`config.mk`:
```
export PLATFORM = sky130hd
export DESIGN_NAME = alu_unit
export DESIGN_NICKNAME = d
export VERILOG_FILES = /design/src/rtl/alu_pkg.sv /design/src/rtl/alu_ctl_decode.sv /design/src/rtl/alu_addsub.sv /design/src/rtl/alu_core.sv /design/src/rtl/alu_unit.sv
export SDC_FILE = /design/constraint.sdc
export NUM_CORES = 1
export LEC_CHECK = 0
export ABC_AREA = 0
export BUFFER_PORTS_ARGS = -buffer_cell sky130_fd_sc_hd__buf_2
export CELL_PAD_IN_SITES_DETAIL_PLACEMENT = 1
export CELL_PAD_IN_SITES_GLOBAL_PLACEMENT = 1
export CORE_MARGIN = 5
export CORE_UTILIZATION = 30
export DETAILED_ROUTE_END_ITERATION = 16
export GPL_ROUTABILITY_DRIVEN = 0
export GPL_TIMING_DRIVEN = 0
export PLACE_DENSITY_LB_ADDON = 0.1
export SETUP_SLACK_MARGIN = 0.02
export SLEW_MARGIN = 30
export SYNTH_ARGS = -nofsm -noshare
export SYNTH_HDL_FRONTEND = slang
export SYNTH_SLANG_ARGS = --single-unit
```
`constraint.sdc`:
```
create_clock -name vclk -period 4
set_input_delay 0 -clock vclk [all_inputs]
set_output_delay 0 -clock vclk [all_outputs]
set_load 0.03 [all_outputs]
```
`src/rtl/alu_pkg.sv`:
```
package alu_pkg;

    typedef enum logic [3:0] {
        OP_AND = 4'b0000,
        OP_OR  = 4'b0001,
        OP_ADD = 4'b0010,
        OP_SUB = 4'b0110,
        OP_SLT = 4'b0111,
        OP_NOR = 4'b1100
    } alu_op_e;

    typedef enum logic [1:0] {
        CLS_MEM    = 2'b00,
        CLS_BRANCH = 2'b01,
        CLS_REG    = 2'b10,
        CLS_SPARE  = 2'b11
    } op_class_e;

    localparam logic [5:0] FN_ADD = 6'b100000;
    localparam logic [5:0] FN_SUB = 6'b100010;
    localparam logic [5:0] FN_AND = 6'b100100;
    localparam logic [5:0] FN_OR  = 6'b100101;
    localparam logic [5:0] FN_SLT = 6'b101010;
    localparam logic [5:0] FN_NOR = 6'b100111;

    // bit positions inside the operation code
    localparam int OPB_INV_A = 3;
    localparam int OPB_NEG_B = 2;

    // low two code bits choose the output path
    localparam logic [1:0] SEL_AND = 2'b00;
    localparam logic [1:0] SEL_OR  = 2'b01;
    localparam logic [1:0] SEL_SUM = 2'b10;
    localparam logic [1:0] SEL_SLT = 2'b11;

endpackage

```
`src/rtl/alu_ctl_decode.sv`:
```
module alu_ctl_decode
    import alu_pkg::*;
(
    input  logic [1:0] op_class,
    input  logic [5:0] funct,
    output logic [3:0] alu_op
);
    alu_op_e op_d;
    alu_op_e fn_op_d;

    always_comb begin
        case (funct)
            FN_ADD:  fn_op_d = OP_ADD;
            FN_SUB:  fn_op_d = OP_SUB;
            FN_AND:  fn_op_d = OP_AND;
            FN_OR:   fn_op_d = OP_OR;
            FN_SLT:  fn_op_d = OP_SLT;
            FN_NOR:  fn_op_d = OP_NOR;
            default: fn_op_d = OP_AND;
        endcase

        case (op_class_e'(op_class))
            CLS_MEM:    op_d = OP_ADD;
            CLS_BRANCH: op_d = OP_SUB;
            CLS_REG:    op_d = fn_op_d;
            default:    op_d = OP_AND;
        endcase
    end

    assign alu_op = op_d;
endmodule

```
`src/rtl/alu_addsub.sv`:
```
module alu_addsub #(
    parameter int WIDTH = 32
) (
    input  logic [WIDTH-1:0] opnd_a,
    input  logic [WIDTH-1:0] opnd_b,
    input  logic             cin,
    output logic [WIDTH-1:0] sum,
    output logic             ovf
);
    localparam int MSB = WIDTH - 1;

    logic [WIDTH:0] full_d;

    always_comb begin
        full_d = {1'b0, opnd_a} + {1'b0, opnd_b} + {{WIDTH{1'b0}}, cin};
        sum    = full_d[MSB:0];
        ovf    = (opnd_a[MSB] == opnd_b[MSB]) && (full_d[MSB] != opnd_a[MSB]);
    end
endmodule

```
`src/rtl/alu_core.sv`:
```
module alu_core
    import alu_pkg::*;
#(
    parameter int WIDTH = 32
) (
    input  logic [3:0]       alu_op,
    input  logic [WIDTH-1:0] src_a,
    input  logic [WIDTH-1:0] src_b,
    output logic [WIDTH-1:0] result,
    output logic             zero
);
    localparam int MSB = WIDTH - 1;

    typedef struct packed {
        logic [WIDTH-1:0] a_eff;
        logic [WIDTH-1:0] b_eff;
        logic [WIDTH-1:0] res;
    } core_t;

    core_t            core_d;
    logic [WIDTH-1:0] sum_w;
    logic             ovf_w;
    logic [WIDTH-1:0] a_sel;
    logic [WIDTH-1:0] b_sel;

    generate
        genvar gi;
        for (gi = 0; gi < WIDTH; gi++) begin : g_cond_inv
            assign a_sel[gi] = src_a[gi] ^ alu_op[OPB_INV_A];
            assign b_sel[gi] = src_b[gi] ^ alu_op[OPB_NEG_B];
        end
    endgenerate

    alu_addsub #(.WIDTH(WIDTH)) i_addsub (
        .opnd_a (a_sel),
        .opnd_b (b_sel),
        .cin    (alu_op[OPB_NEG_B]),
        .sum    (sum_w),
        .ovf    (ovf_w)
    );

    always_comb begin
        core_d       = '0;
        core_d.a_eff = a_sel;
        core_d.b_eff = b_sel;
        case (alu_op[1:0])
            SEL_AND: core_d.res = core_d.a_eff & core_d.b_eff;
            SEL_OR:  core_d.res = core_d.a_eff | core_d.b_eff;
            SEL_SUM: core_d.res = sum_w;
            default: core_d.res = {{MSB{1'b0}}, sum_w[MSB] ^ ovf_w};
        endcase
    end

    assign result = core_d.res;
    assign zero   = ~|core_d.res;
endmodule

```
`src/rtl/alu_unit.sv`:
```
module alu_unit #(
    parameter int WIDTH = 32
) (
    input  logic [1:0]       op_class,
    input  logic [5:0]       funct,
    input  logic [WIDTH-1:0] src_a,
    input  logic [WIDTH-1:0] src_b,
    output logic [3:0]       alu_op,
    output logic [WIDTH-1:0] result,
    output logic             zero
);
    logic [3:0] op_w;

    alu_ctl_decode i_decode (
        .op_class (op_class),
        .funct    (funct),
        .alu_op   (op_w)
    );

    alu_core #(.WIDTH(WIDTH)) i_core (
        .alu_op (op_w),
        .src_a  (src_a),
        .src_b  (src_b),
        .result (result),
        .zero   (zero)
    );

    assign alu_op = op_w;
endmodule

```
==> results.txt <==
The via-per-instance ratio came out at 5.541. The die is 129.2 µm tall. The most numerous cell type found on the critical path is buf_4. The floorplan has 43 rows. The global-route total usage across every layer is 21.76%. The slowest stage of the critical path is the or4b_4 cell. The final count of hold timing violations came out at 0. The max-slew violation total from the final report was 0. OpenSTA, run right after detailed placement, puts the worst setup slack at -1.620 ns. Together, buffers and inverters on the worst path number 5.

The post-route netlist has 33.33% of its cells at a drive strength greater than 1. After the first detailed-routing iteration, the DRC count stood at 388. After detailed routing, the average wire length per cell comes to 19.82 µm.

The data arrival time of the critical path came out at 4.54 ns. The total nets after synthesis is 766. The static leakage came out at 3.020 nW. The worst relative slew slack came out at 41.73%. For hold timing, the worst endpoint is alu_op[1]. The average instance area after synthesis came out at 6.773 µm². The floorplan core area came out at 0.01388 mm². After synthesis, the netlist uses 74 different library cells. The initial antenna violation count came out at 0. The final layout contains 919 nets.

The utilization of the core after routing is 44.54%. The count of clock-net buffers in the final layout came out at 0. The smallest setup slack after layout is -0.5429 ns. The max-cap check violation count came out at 0. The filler cell count in the final layout came out at 1789. The total number of sequential cells came out at 0. The depth of the worst hold-timing path came out at 3.

Summing over every cut layer, the via total after detailed routing is 5319. The highest fanout seen on the critical path came out at 7. The count of placed standard cells including taps is 917. Timing would allow up to 220.1 MHz. The wire length of the first global-routing pass is 29380 µm.

The post-synthesis sequential area ratio came out at 0%. The synthesized cell area came out at 0.004260 mm². The number of port buffers is 108. At the pin with the least slew margin, the transition time is 0.8741 ns.

The initial core utilization came out at 30.69%. The critical path is of the in -> out type. The areal power density over the cells came out at 233.4 mW/mm². The via count of the first global-routing pass came out at 5556. Setup violations remaining at the end of the flow were counted as 3. The layout-stage area growth over the synthesis result is 45.11%. After clock tree synthesis, the flow added hold-fix buffers numbering 0. The worst hold path belongs to the class in -> out.

The final reports fail on negative setup slack. The count of pins on the block boundary came out at 109. The flow ran to the end, but the final reports show violations. The largest vdd supply drop came out at 117.0 µV. The shortest period the worst path allows came out at 4.543 ns.

The final critical path takes up 113.6% of the cycle. The biggest area contributor in the post-synthesis netlist is ha_1. By count the netlist is led by inv_1 (73), ha_1 (64), nand2_1 (60). Broken down by cell family, the worst path's largest delay share belongs to simple AND/OR/NAND/NOR gates. Adding up every negative setup slack in the final design gives -0.8152 ns. Synthesis produced 629 cells. The largest net degree at the start of global routing is 11. The signal on the critical path passes through buf_6, or3b_4, a211o_1, nor2b_4, buf_12, xnor2_4, inv_2, fa_2, nand2b_4, a211oi_4, buf_4, o21ai_4, a21o_1, a32o_1, nor4_2, or4b_4, nor4_4, nand3_2, nor4b_4, buf_4. The total iterations of the first detailed-routing run came out at 7. Setup repair after global routing could not meet its margin everywhere. Among all cell types in the netlist, the one instantiated most often is inv_1. The largest single stage delay on the critical path is 0.55 ns. The area of the die is 0.01668 mm². For the worst setup path, the data required time is 4.00 ns.

The startpoint type of the worst setup path is an input port. The worst setup path is captured at a primary output. The wire-length estimate of the detail-placed layout is 14810 µm.

The number of design rule violations left after detail routing is 0. The multi-input combinational cells in the finished layout cover a total of 0.004454 mm². The total overflow reported by the global router came out at 0. The count of nets left with antenna violations once routing finished came out at 0. The area share of the leading cell type in the synthesized netlist came out at 18.80%. The area occupied by registers is 0 µm². The worst hold path begins at op_class[1].

The post-route non-filler standard cell count came out at 960. The number of diodes added for antenna fixing is 0. On the final layout, the worst hold slack is 0.5951 ns. The total number of yosys warnings is 0. Yosys attributes the largest share of cell area to ha_1 (19%), xnor2_1 (9.0%), xor2_1 (7.4%). The total detailed-routing wirelength is 19030 µm. In this run the horizontal extent of the chip is 129.2 µm.
## where the power goes
part | total (mW) | switching (mW) | internal (mW)
logic | 1.44 | 0.867 | 0.576
registers | 0 | 0 | 0
clock network | 0 | 0 | 0
total | 1.44 | 0.867 | 0.576
## area by class of cell
type	instances	share of cell area, %
tap	180	3.643
inverter	73	4.432
multi-input combinational	525	72.05
buffer	22	3.137
timing repair buffer	160	16.74
## worst max path at each step
stage	start	end	slack, ns	cells past startpoint
finish	funct[4]	zero	-0.54	20
CTS	funct[4]	zero	-0.58	21
detailed placement	op_class[1]	zero	-1.62	21
global route	funct[4]	zero	-0.68	20
floorplan	op_class[0]	zero	-0.59	19
global placement	op_class[1]	zero	-1.65	21
## layout by cell type (no fill, tap or decap), drive strengths merged, types with 4 or more instances in the layout
cell    Yosys  final
mux2i      10     10
buf        10    168
nand4      14     14
xor2       36     36
nand3      12     12
o41ai       4      4
o221ai     12     12
a211o       7      7
o32ai       4      4
a221o       4      4
nand2b      4      4
ha         64     64
xnor2      44     44
clkbuf     21     14
a21o       12     12
a31oi       5      5
inv        73     73
nor4        6      6
nor2b       6      6
a21oi      37     37
nand2      60     60
nor2       49     49
nor3       15     15
and2        5      5
o21ai      25     25
o21bai      5      5
o21a        8      8
o31ai       4      4
a211oi     10     10
or3         5      5
o211ai      4      4
## worst min-delay path: stages
cell	delay (ns)
clkbuf_2	0.21
o31ai_4	0.17
buf_2	0.22
## per-layer routing
metal,global-route usage [%],vias up,wire length [µm]
met2,40.73,150,9574
met3,1.319,16,917
met5,0,-,0
li1,-,2554,-
met4,2.409,0,199
met1,28.24,2599,8333
## per-stage QoR
| stage | power, mW | cell area (µm²) |
|---|---|---|
| after floorplan | 0.8501 | 4399 |
| after CTS | 1.377 | 5967 |
| after global placement | 1.164 | 5165 |
| final | 1.443 | 6182 |
| after detailed placement | 1.186 | 5170 |
| after global routing | 1.551 | 6182 |
## what timing repair did
action | 4_1_cts | 5_1_grt
buffers inserted | 41 | 11
setup endpoints to repair | 17 | 9
resized for setup | 97 | 28
pin swaps | 40 | 17
gates cloned | 1 | 0
## cell families after synthesis
group           synth area share [%]
xor+xnor                       16.45
mux                            2.614
simple gates                   23.55
compound gates                 28.49
buf+inv                        9.633
fa+ha+maj                      19.27
No activity file was read; power rests on OpenSTA's default activity.
